## src/rtl/qdiv_pkg.sv

```systemverilog
package qdiv_pkg;
  typedef enum logic [1:0] {
    ST_IDLE = 2'd0,
    ST_LOOP = 2'd1,
    ST_FIX  = 2'd2
  } qdiv_state_e;
endpackage

```

## src/rtl/qdiv_prep.sv

```systemverilog
module qdiv_prep #(
  parameter int W  = 32,
  parameter int DB = 3,
  parameter int CW = 6,
  parameter int SW = 4
) (
  input  logic [W-1:0]  num,
  input  logic [W-1:0]  den,
  input  logic          sgn,
  output logic [W-1:0]  mag_n,
  output logic [W-1:0]  den_aligned,
  output logic          neg_q,
  output logic          neg_r,
  output logic          early,
  output logic [SW-1:0] steps
);
  logic [W-1:0]  mag_d;
  logic [CW-1:0] lz_n, lz_d, gap, align;

  always_comb begin
    mag_n = (sgn && num[W-1]) ? -num : num;
    mag_d = (sgn && den[W-1]) ? -den : den;
    lz_n  = CW'(W);
    lz_d  = CW'(W);
    for (int i = 0; i < W; i++) begin
      if (mag_n[i]) lz_n = CW'(W - 1 - i);
      if (mag_d[i]) lz_d = CW'(W - 1 - i);
    end
    early       = (mag_d == '0) || (mag_d > mag_n);
    gap         = early ? '0 : (lz_d - lz_n);
    align       = gap - (gap % CW'(DB));
    steps       = SW'(gap / CW'(DB)) + SW'(1);
    den_aligned = mag_d << align;
    neg_q       = sgn & (num[W-1] ^ den[W-1]);
    neg_r       = sgn & num[W-1];
  end
endmodule

```

## src/rtl/qdiv_step.sv

```systemverilog
module qdiv_step #(
  parameter int W  = 32,
  parameter int DB = 3
) (
  input  logic [W-1:0]  rem,
  input  logic [W-1:0]  dsh,
  output logic [DB-1:0] digit,
  output logic [W-1:0]  rem_nx
);
  localparam int NM = (1 << DB) - 1;
  localparam int XW = W + DB;

  logic [XW-1:0] mult [0:NM];
  logic [NM-1:0] ge;

  assign mult[0] = '0;

  generate
    for (genvar m = 1; m <= NM; m++) begin : g_mul
      assign mult[m]  = XW'(dsh) * XW'(m);
      assign ge[m-1]  = ({{DB{1'b0}}, rem} >= mult[m]);
    end
  endgenerate

  assign digit  = DB'($countones(ge));
  assign rem_nx = rem - mult[digit][W-1:0];
endmodule

```

## src/rtl/qdiv_fix.sv

```systemverilog
module qdiv_fix #(
  parameter int W       = 32,
  parameter bit HAS_REM = 1'b1
) (
  input  logic [W-1:0] quo,
  input  logic [W-1:0] rem,
  input  logic         neg_q,
  input  logic         neg_r,
  input  logic         zero,
  output logic [W-1:0] q_fin,
  output logic [W-1:0] r_fin
);
  assign q_fin = zero ? '0 : (neg_q ? -quo : quo);

  generate
    if (HAS_REM) begin : g_rem
      assign r_fin = neg_r ? -rem : rem;
    end else begin : g_norem
      assign r_fin = '0;
    end
  endgenerate
endmodule

```

## src/rtl/qdiv_unit.sv

```systemverilog
module qdiv_unit #(
  parameter int W       = 32,
  parameter int DB      = 3,
  parameter bit HAS_REM = 1'b1
) (
  input  logic         clk,
  input  logic         rst,
  input  logic         start,
  input  logic         signed_op,
  input  logic [W-1:0] dividend,
  input  logic [W-1:0] divisor,
  input  logic         abort,
  output logic         busy,
  output logic         done,
  output logic [W-1:0] quotient,
  output logic [W-1:0] remainder
);
  import qdiv_pkg::*;

  localparam int CW = $clog2(W + 1);
  localparam int SW = $clog2((W - 1) / DB + 2);

  qdiv_state_e   st;
  logic [W-1:0]  rem_q, quo_q, dsh_q;
  logic [SW-1:0] cnt_q;
  logic          negq_q, negr_q, zero_q;

  logic [W-1:0]  p_mag, p_dsh;
  logic          p_negq, p_negr, p_early;
  logic [SW-1:0] p_steps;
  logic [DB-1:0] digit;
  logic [W-1:0]  rem_nx, q_fin, r_fin;

  qdiv_prep #(.W(W), .DB(DB), .CW(CW), .SW(SW)) u_prep (
    .num(dividend), .den(divisor), .sgn(signed_op),
    .mag_n(p_mag), .den_aligned(p_dsh),
    .neg_q(p_negq), .neg_r(p_negr), .early(p_early), .steps(p_steps)
  );

  qdiv_step #(.W(W), .DB(DB)) u_step (
    .rem(rem_q), .dsh(dsh_q), .digit(digit), .rem_nx(rem_nx)
  );

  qdiv_fix #(.W(W), .HAS_REM(HAS_REM)) u_fix (
    .quo(quo_q), .rem(rem_q), .neg_q(negq_q), .neg_r(negr_q),
    .zero(zero_q), .q_fin(q_fin), .r_fin(r_fin)
  );

  always_ff @(posedge clk) begin
    if (rst) begin
      st        <= ST_IDLE;
      rem_q     <= '0;
      quo_q     <= '0;
      dsh_q     <= '0;
      cnt_q     <= '0;
      negq_q    <= 1'b0;
      negr_q    <= 1'b0;
      zero_q    <= 1'b0;
      busy      <= 1'b0;
      done      <= 1'b0;
      quotient  <= '0;
      remainder <= '0;
    end else begin
      done <= 1'b0;
      case (st)
        ST_IDLE: begin
          if (start) begin
            rem_q  <= p_mag;
            quo_q  <= '0;
            dsh_q  <= p_dsh;
            cnt_q  <= p_steps;
            negq_q <= p_negq;
            negr_q <= p_negr;
            zero_q <= p_early;
            busy   <= 1'b1;
            st     <= ST_LOOP;
          end
        end
        ST_LOOP: begin
          if (abort) begin
            busy <= 1'b0;
            st   <= ST_IDLE;
          end else begin
            if (!zero_q) begin
              rem_q <= rem_nx;
              quo_q <= {quo_q[W-DB-1:0], digit};
              dsh_q <= dsh_q >> DB;
            end
            cnt_q <= cnt_q - SW'(1);
            if (cnt_q == SW'(1)) st <= ST_FIX;
          end
        end
        ST_FIX: begin
          busy <= 1'b0;
          st   <= ST_IDLE;
          if (!abort) begin
            quotient  <= q_fin;
            remainder <= r_fin;
            done      <= 1'b1;
          end
        end
        default: begin
          busy <= 1'b0;
          st   <= ST_IDLE;
        end
      endcase
    end
  end
endmodule

```

## config.mk

```make
export PLATFORM = sky130hd
export DESIGN_NAME = qdiv_unit
export DESIGN_NICKNAME = d
export VERILOG_FILES = /design/src/rtl/qdiv_pkg.sv /design/src/rtl/qdiv_prep.sv /design/src/rtl/qdiv_step.sv /design/src/rtl/qdiv_fix.sv /design/src/rtl/qdiv_unit.sv
export SDC_FILE = /design/constraint.sdc
export NUM_CORES = 1
export LEC_CHECK = 0
export BUFFER_PORTS_ARGS = -buffer_cell sky130_fd_sc_hd__buf_2
export CELL_PAD_IN_SITES_DETAIL_PLACEMENT = 1
export CELL_PAD_IN_SITES_GLOBAL_PLACEMENT = 2
export CORE_ASPECT_RATIO = 2
export CORE_UTILIZATION = 40
export CTS_BUF_LIST = sky130_fd_sc_hd__clkbuf_16
export DETAILED_ROUTE_END_ITERATION = 16
export GPL_TIMING_DRIVEN = 0
export PLACE_DENSITY_LB_ADDON = 0.3
export SYNTH_ARGS = -nofsm -noshare
export SYNTH_HDL_FRONTEND = slang
export SYNTH_SLANG_ARGS = --single-unit
```

## constraint.sdc

```tcl
create_clock -name clk -period 27.5 [get_ports clk]
set_input_delay 8.25 -clock clk [delete_from_list [all_inputs] [get_ports clk]]
set_output_delay 8.25 -clock clk [all_outputs]
set_load 0.02 [all_outputs]
```

==> reports/metrics.json, run 1 <==
{
  "cp-start-kind": {"value": "input port"},
  "wl_per_cell": {"value": 31.9, "unit": "µm"},
  "timing.hold.worst.class": {"value": "reg2reg"},
  "syn_area": {"value": 0.0271, "unit": "mm²"},
  "globalRouteTotalUtil": {"value": 43.2, "unit": "%"},
  "gpl.final_weighted_congestion": {"value": 1.05},
  "max_slew_vio_count": {"value": 2},
  "ff_latch_area": {"value": 0.00342, "unit": "mm²"},
  "min_from": {"value": "remainder[25]"},
  "latest_clock_arrival_within_the_worst_skew_pair": {"value": 0.47, "unit": "ns"},
  "yosys.area_share.simple": {"value": 20.0, "unit": "%"},
  "fp.coreArea": {"value": 0.0669, "unit": "mm²"},
  "overflow": {"value": 0},
  "dr.first_iter.drc_count": {"value": 1911},
  "ys_async_sr_fraction": {"value": 0, "unit": "%"},
  "design.die.area": {"value": 0.0689, "unit": "mm²"},
  "detailed_place_hpwl": {"value": 120000, "unit": "µm"},
  "slowest_stage_cell_on_the_critical_path": {"value": "sky130_fd_sc_hd__mux2i_1"},
  "routed_wirelength": {"value": 145000, "unit": "µm"},
  "timing_worst_slew_pin_value": {"value": 1.56, "unit": "ns"},
  "buffers_from_clock_root_to_sink_at_most": {"value": 2},
  "netlist_instances": {"value": 3504},
  "netlist.top_cell.by_area": {"value": "sky130_fd_sc_hd__ha_1"},
  "drive_above_1_share": {"value": 7.43, "unit": "%"},
  "timing.final.hold_violations": {"value": 0},
  "grt_pass1_vias": {"value": 33249},
  "grt_antenna_before_repair": {"value": 18},
  "clock-sinks": {"value": 171},
  "worst_hold_slack": {"value": 0.460, "unit": "ns"},
  "grt_pass1_wl": {"value": 216000, "unit": "µm"},
  "violations_in_the_final_reports": {"value": "max-capacitance violations, max-slew violations"},
  "synth_seq_area_share": {"value": 12.6, "unit": "%"},
  "die_h": {"value": 370, "unit": "µm"},
  "fin_util": {"value": 44.1, "unit": "%"},
  "port_buffers": {"value": 122},
  "ff2ff_path_depth": {"value": 49},
  "post_cts_hold_buffer_count": {"value": 0},
  "worst-setup-path-type": {"value": "in2reg"},
  "final_net_count": {"value": 4184},
  "compound_gate_fraction_of_synth_area": {"value": 27.8, "unit": "%"},
  "synth_adder_area_share": {"value": 22.8, "unit": "%"},
  "crit_fanout": {"value": 10},
  "highest_clock_rate": {"value": 43.1, "unit": "MHz"},
  "drtPass1Iterations": {"value": 6},
  "crit_path_max_incr_delay": {"value": 0.77, "unit": "ns"},
  "min_delay_worst_endpoint": {"value": "remainder[25]"},
  "timing.clock.skew": {"value": 0.0244, "unit": "ns"},
  "timing.final.crit_period": {"value": 23.23, "unit": "ns"},
  "synth_top_family_by_area": {"value": "compound AO/OA/AOI/OAI gates"},
  "crit_arrival": {"value": 23.54, "unit": "ns"},
  "ys_top_cells_by_area": {"value": "sky130_fd_sc_hd__ha_1 20%, sky130_fd_sc_hd__dfxtp_1 13%, sky130_fd_sc_hd__a21oi_1 5.0%"},
  "post_drt_via_cell_ratio": {"value": 6.72},
  "post_synth_xor_area_fraction": {"value": 7.82, "unit": "%"},
  "final.fill_count": {"value": 8313},
  "i_o_pin_count": {"value": 135},
  "flow.area_growth_from_synthesis": {"value": 8.81, "unit": "%"},
  "finalSetupViolCount": {"value": 0},
  "number_of_synthesized_flops_with_an_enable_pin": {"value": 0},
  "cts.repair.resized": {"value": 0},
  "yosysWarnings": {"value": 0},
  "synth.top_cell.area_share": {"value": 19.8, "unit": "%"},
  "cts_tree": {"value": "yes"},
  "maxCapViolations": {"value": 1},
  "setup-tns-final": {"value": 0, "unit": "ns"},
  "postLayoutCellArea": {"value": 0.0295, "unit": "mm²"},
  "run_status": {"value": "finished with violations"},
  "mappedNetlistNets": {"value": 4042},
  "final_period_utilization": {"value": 84.5, "unit": "%"},
  "crit_top_cell": {"value": "sky130_fd_sc_hd__o21ai_0"},
  "synth.avg_cell_area": {"value": 7.74, "unit": "µm²"},
  "req_time_crit_path": {"value": 27.81, "unit": "ns"},
  "fp.dieW": {"value": 186, "unit": "µm"},
  "remaining_drc_errors": {"value": 0},
  "timing.reg2reg.setup_slack": {"value": 12.05, "unit": "ns"},
  "timing.hold.worst_path_depth": {"value": 2},
  "synth_flop_cell": {"value": "sky130_fd_sc_hd__dfxtp_1"},
  "dpl_cell_area": {"value": 0.0288, "unit": "mm²"},
  "r2r-start": {"value": "dsh_q[2]"},
  "multiplexer_fraction_of_the_synthesized_cell_area": {"value": 4.39, "unit": "%"},
  "dr_total_vias": {"value": 30648},
  "endpoint_kind": {"value": "flip-flop"},
  "numCtsBuffers": {"value": 17},
  "postSynthRegisterBits": {"value": 171},
  "htreeDepth": {"value": 4},
  "fp-row-count": {"value": 134},
  "clk_root_buffer_cell": {"value": "sky130_fd_sc_hd__clkbuf_16"},
  "cts_setup_buffers": {"value": 0},
  "worst_r2r_endpoint": {"value": "rem_q[30]"},
  "maxSlewHeadroom": {"value": -4.27, "unit": "%"},
  "multi_input_area": {"value": 0.0225, "unit": "mm²"},
  "detail-route-antenna-nets": {"value": 0},
  "grt_start_max_net_pins": {"value": 20},
  "clkTransAtPathRegs": {"value": 0.08, "unit": "ns"},
  "worst_setup_path_startpoint": {"value": "signed_op"},
  "ys_types": {"value": 104},
  "initial_utilization": {"value": 40.5, "unit": "%"},
  "unrepaired_setup_endpoints_after_global_routing": {"value": "false"}
}
## synthesized netlist by cell type, types with 71 or more instances
cell type,instances
sky130_fd_sc_hd__a21o_1,127
sky130_fd_sc_hd__o21ai_0,225
sky130_fd_sc_hd__nor2_1,318
sky130_fd_sc_hd__xnor2_1,142
sky130_fd_sc_hd__nand2_1,238
sky130_fd_sc_hd__a21oi_1,273
sky130_fd_sc_hd__nand4_1,71
sky130_fd_sc_hd__nand3_1,103
sky130_fd_sc_hd__xor2_1,97
sky130_fd_sc_hd__inv_1,160
sky130_fd_sc_hd__clkbuf_1,122
sky130_fd_sc_hd__ha_1,429
sky130_fd_sc_hd__dfxtp_1,171
## per-stage QoR
step                      instances  setup WS (ns)
after floorplan                3504           9.06
after global placement         4510           4.53
after detailed placement       4510           4.23
after CTS                      4542           4.68
after global routing           4556           3.60
final                          4559           4.27
## cell families (layout without fill, tap and decap cells)
logic type / after synthesis / count (layout)
AO/OA/AOI/OAI: 1131 / 1131
XOR/XNOR: 240 / 240
adder cells (fa/ha/maj): 470 / 470
buffers and inverters: 314 / 469
flip-flops: 171 / 171
multiplexers: 92 / 92
other: 0 / 16
AND/OR/NAND/NOR: 1086 / 1086
## how the worst max path moves through the flow
stage                endpoint  slack [ns]  cells past startpoint
floorplan           dsh_q[30]        9.06                     48
global placement    dsh_q[25]        4.53                     57
detailed placement  dsh_q[25]        4.23                     56
CTS                 dsh_q[25]        4.68                     56
global route        dsh_q[25]        3.60                     55
finish              dsh_q[27]        4.27                     54
## sequential cells by signal, indices dropped and copies added, names as in the netlist
register and cells:
zero_q 1, negr_q 1, done 1, rem_q 32, dsh_q 32, remainder 32
quotient 32, busy 1, negq_q 1, cnt_q 4, st 2, quo_q 32
## cell usage in the layout (no fill, tap or decap), drive strengths merged, types with 97 or more instances in the layout
cell,count
nor2,319
buf,151
inv,167
a21oi,276
nand3,104
ha,429
clkbuf,141
xor2,97
a21o,127
nand2,238
dfxtp,171
xnor2,143
o21ai,233
## metal layers
| metal | track usage (%) | up-vias | part of all wire, % |
|---|---|---|---|
| li1 | - | 13440 | - |
| met1 | 35.4 | 14837 | 29 |
| met2 | 75.1 | 1421 | 50 |
| met3 | 13.1 | 944 | 6.4 |
| met4 | 51.0 | 6 | 14 |
| met5 | 0.0727 | - | 0.035 |
## area by class of cell
cell class,instances,area share (%)
Antenna cell,16,0.136
Buffer,152,2.06
Clock buffer,17,1.44
Clock inverter,15,0.585
Inverter,162,2.06
Multi-Input combinational cell,3019,76.2
Sequential cell,171,11.6
Tap cell,884,3.75
Timing Repair Buffer,123,2.12
## worst max-delay path: cells and delay by family
family / cells / cell delay [ns]
simple gates: 10 / 2.47
mux: 3 / 1.64
buf+inv: 10 / 3.57
xor+xnor: 1 / 0.62
compound gates: 24 / 4.92
fa+ha+maj: 6 / 2.01
Power of run 1 is left out: the tool's default activity adds up to more than one toggle a clock period on the data nets, which glitch-free logic cannot reach.
==> run 2, diff against run 1 <==
--- a/config.mk
+++ b/config.mk
@@ -9,7 +9,7 @@
 export CELL_PAD_IN_SITES_DETAIL_PLACEMENT = 1
 export CELL_PAD_IN_SITES_GLOBAL_PLACEMENT = 2
 export CORE_ASPECT_RATIO = 2
-export CORE_UTILIZATION = 40
+export CORE_UTILIZATION = 35
 export CTS_BUF_LIST = sky130_fd_sc_hd__clkbuf_16
 export DETAILED_ROUTE_END_ITERATION = 16
 export GPL_TIMING_DRIVEN = 0
==> constraint.sdc (replaced) <==
create_clock -name clk -period 20.5 [get_ports clk]
set_input_delay 6.15 -clock clk [delete_from_list [all_inputs] [get_ports clk]]
set_output_delay 6.15 -clock clk [all_outputs]
set_load 0.02 [all_outputs]
==> reports/metrics.json, run 2 (same netlist as run 1, synthesis figures left out) <==
{
  "run_status": {"value": "finished with violations"},
  "violations_in_the_final_reports": {"value": "max-capacitance violations"},
  "final_net_count": {"value": 4186, "change": "+0.048%"},
  "numCtsBuffers": {"value": 17, "change": "unchanged"},
  "grt_start_max_net_pins": {"value": 19, "change": "-5.0%"},
  "grtUsageMet2": {"value": 63.2, "unit": "%", "change": "-12 points"},
  "timing.clock.skew": {"value": 0.0249, "unit": "ns", "change": "+0.000552 ns"},
  "maxCapViolations": {"value": 1, "change": "unchanged"},
  "timing_worst_slew_pin_value": {"value": 1.47, "unit": "ns", "change": "-0.0913 ns"},
  "dr_total_vias": {"value": 29449, "change": "-3.9%"},
  "clk_root_buffer_cell": {"value": "sky130_fd_sc_hd__clkbuf_16"},
  "highest_clock_rate": {"value": 50.4, "unit": "MHz"},
  "grt_pass1_wl": {"value": 199000, "unit": "µm", "change": "-7.8%"},
  "slowest_stage_cell_on_the_critical_path": {"value": "sky130_fd_sc_hd__nor3_1"},
  "dr.first_iter.drc_count": {"value": 1380, "change": "-28%"},
  "crit_path_max_incr_delay": {"value": 0.76, "unit": "ns", "change": "about the same"},
  "unrepaired_setup_endpoints_after_global_routing": {"value": "false"},
  "final_period_utilization": {"value": 96.7, "unit": "%"},
  "maxSlewHeadroom": {"value": 1.55, "unit": "%", "change": "+5.8 points"},
  "detailed_place_hpwl": {"value": 113000, "unit": "µm", "change": "-6.0%"},
  "clock-sinks": {"value": 171, "change": "unchanged"},
  "worst_hold_slack": {"value": 0.456, "unit": "ns", "change": "-0.00353 ns"},
  "timing.final.hold_violations": {"value": 0, "change": "unchanged"},
  "clkTransAtPathRegs": {"value": 0.08, "unit": "ns", "change": "about the same"},
  "timing.hold.worst.class": {"value": "reg2reg"},
  "final_common_cell": {"value": "sky130_fd_sc_hd__ha_1"},
  "cp-start-kind": {"value": "input port"},
  "remaining_drc_errors": {"value": 0, "change": "unchanged"},
  "endpoint_kind": {"value": "flip-flop"},
  "worst-setup-path-type": {"value": "in2reg"},
  "global_route.peak_usage_layer": {"value": "met2"},
  "fin_util": {"value": 38.6, "unit": "%", "change": "-5.5 points"},
  "die_h": {"value": 396, "unit": "µm", "change": "+6.9%"},
  "port_buffers": {"value": 122, "change": "unchanged"},
  "globalRouteTotalUtil": {"value": 34.8, "unit": "%", "change": "-8.4 points"},
  "i_o_pin_count": {"value": 135, "change": "unchanged"},
  "path_delay_family": {"value": "compound AO/OA/AOI/OAI gates"},
  "use_met1": {"value": 30.1, "unit": "%", "change": "-5.3 points"},
  "fp.dieW": {"value": 199, "unit": "µm", "change": "+6.8%"},
  "drtPass1Iterations": {"value": 5, "change": "-1"},
  "drive_above_1_share": {"value": 7.57, "unit": "%", "change": "+0.13 points"},
  "wl_per_cell": {"value": 29.2, "unit": "µm", "change": "-8.6%"},
  "post_drt_via_cell_ratio": {"value": 6.28, "change": "-6.5%"},
  "met3_usage": {"value": 6.63, "unit": "%", "change": "-6.5 points"},
  "crit_top_cell": {"value": "sky130_fd_sc_hd__o21ai_0"},
  "gpl.final_weighted_congestion": {"value": 0.994, "change": "-5.7%"},
  "flow.area_growth_from_synthesis": {"value": 9.29, "unit": "%"},
  "path_buf_inv": {"value": 4, "change": "-6"},
  "crit_arrival": {"value": 20.12, "unit": "ns", "change": "-3.42 ns"},
  "routed_wirelength": {"value": 137000, "unit": "µm", "change": "-6.0%"},
  "max_slew_vio_count": {"value": 0, "change": "-2"},
  "overflow": {"value": 0, "change": "unchanged"},
  "detail-route-antenna-nets": {"value": 0, "change": "unchanged"},
  "req_time_crit_path": {"value": 20.79, "unit": "ns", "change": "-7.02 ns"},
  "buffers_from_clock_root_to_sink_at_most": {"value": 2, "change": "unchanged"},
  "fp.coreArea": {"value": 0.0768, "unit": "mm²", "change": "+15%"},
  "timing.final.crit_period": {"value": 19.83, "unit": "ns"},
  "crit_fanout": {"value": 10, "change": "unchanged"},
  "design.die.area": {"value": 0.0786, "unit": "mm²", "change": "+14%"},
  "timing.final.ws_setup": {"value": 0.670, "unit": "ns", "change": "-3.61 ns"},
  "dpl_worst_slack": {"value": -0.432, "unit": "ns", "change": "-4.66 ns"},
  "finalSetupViolCount": {"value": 0, "change": "unchanged"},
  "initial_utilization": {"value": 35.3, "unit": "%", "change": "-5.2 points"},
  "post_cts_hold_buffer_count": {"value": 0, "change": "unchanged"},
  "fp-row-count": {"value": 144, "change": "+7.5%"},
  "grt_antenna_before_repair": {"value": 3, "change": "-15"},
  "htreeDepth": {"value": 4, "change": "unchanged"},
  "latest_clock_arrival_within_the_worst_skew_pair": {"value": 0.48, "unit": "ns", "change": "about the same"},
  "grt_pass1_vias": {"value": 30717, "change": "-7.6%"},
  "layout_common_cells": {"value": "429 x sky130_fd_sc_hd__ha_1, 317 x sky130_fd_sc_hd__nor2_1, 273 x sky130_fd_sc_hd__a21oi_1, 238 x sky130_fd_sc_hd__nand2_1, 220 x sky130_fd_sc_hd__o21ai_0"},
  "cts_tree": {"value": "yes"}
}
[run 2: timing repair]
action | in CTS | in global routing
resized for setup | 0 | 11
setup endpoints to repair | 0 | 32
buffers inserted | 0 | 0
[run 2: cell type report]
class	instances	area, µm²
clock inverter	15	154
inverter	162	608
multi-input combinational	3019	22500
buffer	152	612
fill	9712	47100
tap	1022	1280
clock buffer	17	425
sequential	171	3420
timing repair buffer	125	641
antenna	3	7.51
[run 2: through the flow]
| step | cells | TNS [ns] | area (µm²) |
|---|---|---|---|
| after floorplan | 3504 | 0 | 27100 |
| after global placement | 4648 | -1.35 | 29000 |
| after detailed placement | 4648 | -2.46 | 29000 |
| after CTS | 4680 | 0 | 29600 |
| after global routing | 4683 | 0 | 29600 |
| final | 4686 | 0 | 29600 |
[run 2: final timing paths]
| kind | cells after the start | end | start | slack [ns] |
|---|---|---|---|---|
| worst max register to register | 50 | rem_q[28] | dsh_q[4] | 5.41 |
| worst min register to register | 2 | remainder[21] | remainder[21] | 0.46 |
| worst min-delay path | 2 | remainder[21] | remainder[21] | 0.46 |
| worst max-delay path | 50 | dsh_q[25] | dividend[5] | 0.67 |
[run 2: tightest hold or removal path, stage by stage, from the launching register on]
cell,delay [ns]
sky130_fd_sc_hd__dfxtp_1,0.31
sky130_fd_sc_hd__nand2_1,0.05
sky130_fd_sc_hd__a21oi_1,0.05
[run 2: routing by layer]
metal  share of wire, %  vias to the layer above
met4                 13                        4
met5              0.020                        -
met2                 51                     1026
li1                   -                    13410
met3                4.7                      575
met1                 31                    14434
Power of run 2 is left out for the same reason.
==> run 3, diff against run 2 <==
--- a/config.mk
+++ b/config.mk
@@ -14,6 +14,7 @@
 export DETAILED_ROUTE_END_ITERATION = 16
 export GPL_TIMING_DRIVEN = 0
 export PLACE_DENSITY_LB_ADDON = 0.3
+export REMOVE_ABC_BUFFERS = 1
 export SYNTH_ARGS = -nofsm -noshare
 export SYNTH_HDL_FRONTEND = slang
 export SYNTH_SLANG_ARGS = --single-unit
==> reports/metrics.json, run 3 (same netlist as run 1, synthesis figures left out) <==
{
  "worst-setup-path-type": {"value": "in2reg"},
  "crit_top_cell": {"value": "sky130_fd_sc_hd__ha_1"},
  "fp.coreArea": {"value": 0.0768, "unit": "mm²", "change": "unchanged"},
  "crit_path_max_incr_delay": {"value": 1.05, "unit": "ns", "change": "+0.29 ns"},
  "overflow": {"value": 0, "change": "unchanged"},
  "numCtsBuffers": {"value": 17, "change": "unchanged"},
  "wl_per_cell": {"value": 24.4, "unit": "µm", "change": "-16%"},
  "run_status": {"value": "completed"},
  "layout_common_cells": {"value": "428 x sky130_fd_sc_hd__ha_1, 315 x sky130_fd_sc_hd__nor2_1, 273 x sky130_fd_sc_hd__a21oi_1, 235 x sky130_fd_sc_hd__nand2_1, 225 x sky130_fd_sc_hd__o21ai_0"},
  "initial_utilization": {"value": 35.3, "unit": "%", "change": "unchanged"},
  "fp-row-count": {"value": 144, "change": "unchanged"},
  "grt_start_max_net_pins": {"value": 93, "change": "+74"},
  "dr.first_iter.drc_count": {"value": 946, "change": "-31%"},
  "crit_fanout": {"value": 29, "change": "+19"},
  "remaining_drc_errors": {"value": 0, "change": "unchanged"},
  "die_h": {"value": 396, "unit": "µm", "change": "unchanged"},
  "timing.hold.worst.class": {"value": "reg2reg"},
  "final_period_utilization": {"value": 95.5, "unit": "%", "change": "-1.2 points"},
  "timing.clock.skew": {"value": 0.0177, "unit": "ns", "change": "-0.00725 ns"},
  "final_common_cell": {"value": "sky130_fd_sc_hd__ha_1"},
  "dr_total_vias": {"value": 27731, "change": "-5.8%"},
  "finalSetupViolCount": {"value": 0, "change": "unchanged"},
  "highest_clock_rate": {"value": 51.1, "unit": "MHz", "change": "+1.3%"},
  "max_slew_vio_count": {"value": 0, "change": "unchanged"},
  "fin_util": {"value": 38.5, "unit": "%", "change": "-0.068 points"},
  "final_net_count": {"value": 4070, "change": "-2.8%"},
  "crit_arrival": {"value": 19.96, "unit": "ns", "change": "-0.16 ns"},
  "port_buffers": {"value": 134, "change": "+9.8%"},
  "maxSlewHeadroom": {"value": 6.70, "unit": "%", "change": "+5.2 points"},
  "htreeDepth": {"value": 4, "change": "unchanged"},
  "n_antenna_cell": {"value": 0, "change": "-3"},
  "fp.dieW": {"value": 199, "unit": "µm", "change": "unchanged"},
  "flow.area_growth_from_synthesis": {"value": 9.10, "unit": "%"},
  "req_time_crit_path": {"value": 20.88, "unit": "ns", "change": "+0.09 ns"},
  "endpoint_kind": {"value": "flip-flop"},
  "post_drt_via_cell_ratio": {"value": 6.07, "change": "-3.4%"},
  "grt_antenna_before_repair": {"value": 0, "change": "-3"},
  "clkTransAtPathRegs": {"value": 0.07, "unit": "ns", "change": "about the same"},
  "grt_pass1_vias": {"value": 29440, "change": "-4.2%"},
  "design.die.area": {"value": 0.0786, "unit": "mm²", "change": "unchanged"},
  "dpl_worst_slack": {"value": -0.435, "unit": "ns", "change": "-0.00355 ns"},
  "globalRouteTotalUtil": {"value": 28.5, "unit": "%", "change": "-6.3 points"},
  "drtPass1Iterations": {"value": 5, "change": "unchanged"},
  "buffers_from_clock_root_to_sink_at_most": {"value": 2, "change": "unchanged"},
  "cp-start-kind": {"value": "input port"},
  "maxCapViolations": {"value": 0, "change": "-1"},
  "slowest_stage_cell_on_the_critical_path": {"value": "sky130_fd_sc_hd__nor3_1"},
  "detail-route-antenna-nets": {"value": 0, "change": "unchanged"},
  "clock-sinks": {"value": 171, "change": "unchanged"},
  "detailed_place_hpwl": {"value": 91800, "unit": "µm", "change": "-19%"},
  "routed_wirelength": {"value": 111000, "unit": "µm", "change": "-19%"},
  "i_o_pin_count": {"value": 135, "change": "unchanged"},
  "timing_worst_slew_pin_value": {"value": 1.39, "unit": "ns", "change": "-0.0768 ns"},
  "timing.final.hold_violations": {"value": 0, "change": "unchanged"},
  "drive_above_1_share": {"value": 8.89, "unit": "%", "change": "+1.3 points"},
  "cts_setup_buffers": {"value": 0, "change": "unchanged"},
  "unrepaired_setup_endpoints_after_global_routing": {"value": "false"},
  "grt_pass1_wl": {"value": 170000, "unit": "µm", "change": "-15%"},
  "latest_clock_arrival_within_the_worst_skew_pair": {"value": 0.50, "unit": "ns", "change": "+0.02 ns"},
  "timing.final.crit_period": {"value": 19.58, "unit": "ns", "change": "-0.247 ns"},
  "clk_root_buffer_cell": {"value": "sky130_fd_sc_hd__clkbuf_16"},
  "timing.final.ws_setup": {"value": 0.917, "unit": "ns", "change": "+0.247 ns"},
  "gpl.final_weighted_congestion": {"value": 0.958, "change": "-3.6%"},
  "cts_tree": {"value": "yes"}
}
## run 3: area by class of cell
type / count / area [µm²]
Multi-Input combinational cell: 3019 / 22600
Clock inverter: 14 / 123
Tap cell: 1022 / 1280
Inverter: 162 / 608
Sequential cell: 171 / 3420
Clock buffer: 17 / 425
Timing Repair Buffer: 161 / 1120
Fill cell: 9479 / 47200
## run 3: worst max-delay path: cells and delay by family
family | cells | cell delay (ns)
xor+xnor | 2 | 0.60
buf+inv | 3 | 0.37
compound gates | 11 | 3.69
fa+ha+maj | 7 | 2.84
simple gates | 15 | 5.16
mux | 3 | 1.11
## run 3: timing repair
item,4_1_cts,5_1_grt
setup endpoints to repair,0,27
gates resized for setup,0,7
hold buffers,0,0
## run 3: per-layer routing
metal | vias up | global-route usage, % | part of all wire (%)
met5 | - | 0 | 0
met4 | 0 | 23.4 | 8.7
met3 | 256 | 1.90 | 1.9
met2 | 521 | 55.8 | 55
met1 | 13772 | 26.3 | 35
li1 | 13182 | - | -
## run 3: path summary, 6_finish.rpt
check                startpoint             to  slack (ns)  cells past startpoint
setup / recovery    dividend[0]      dsh_q[28]        0.92                     41
hold / removal    remainder[27]  remainder[27]        0.45                      2
setup reg to reg       dsh_q[2]      rem_q[28]        5.27                     52
hold reg to reg   remainder[27]  remainder[27]        0.45                      2
## run 3: through the flow
step                instance area, µm²  hold slack (ns)  setup TNS, ns  cells
global route                     29600            0.470              0   4566
detailed placement               29000            0.446          -1.37   4535
finish                           29600            0.450              0   4566
global placement                 28400            0.440          -7.68   4508
CTS                              29500            0.456              0   4566
floorplan                        26500            0.454              0   3352
Power of run 3 is left out for the same reason.
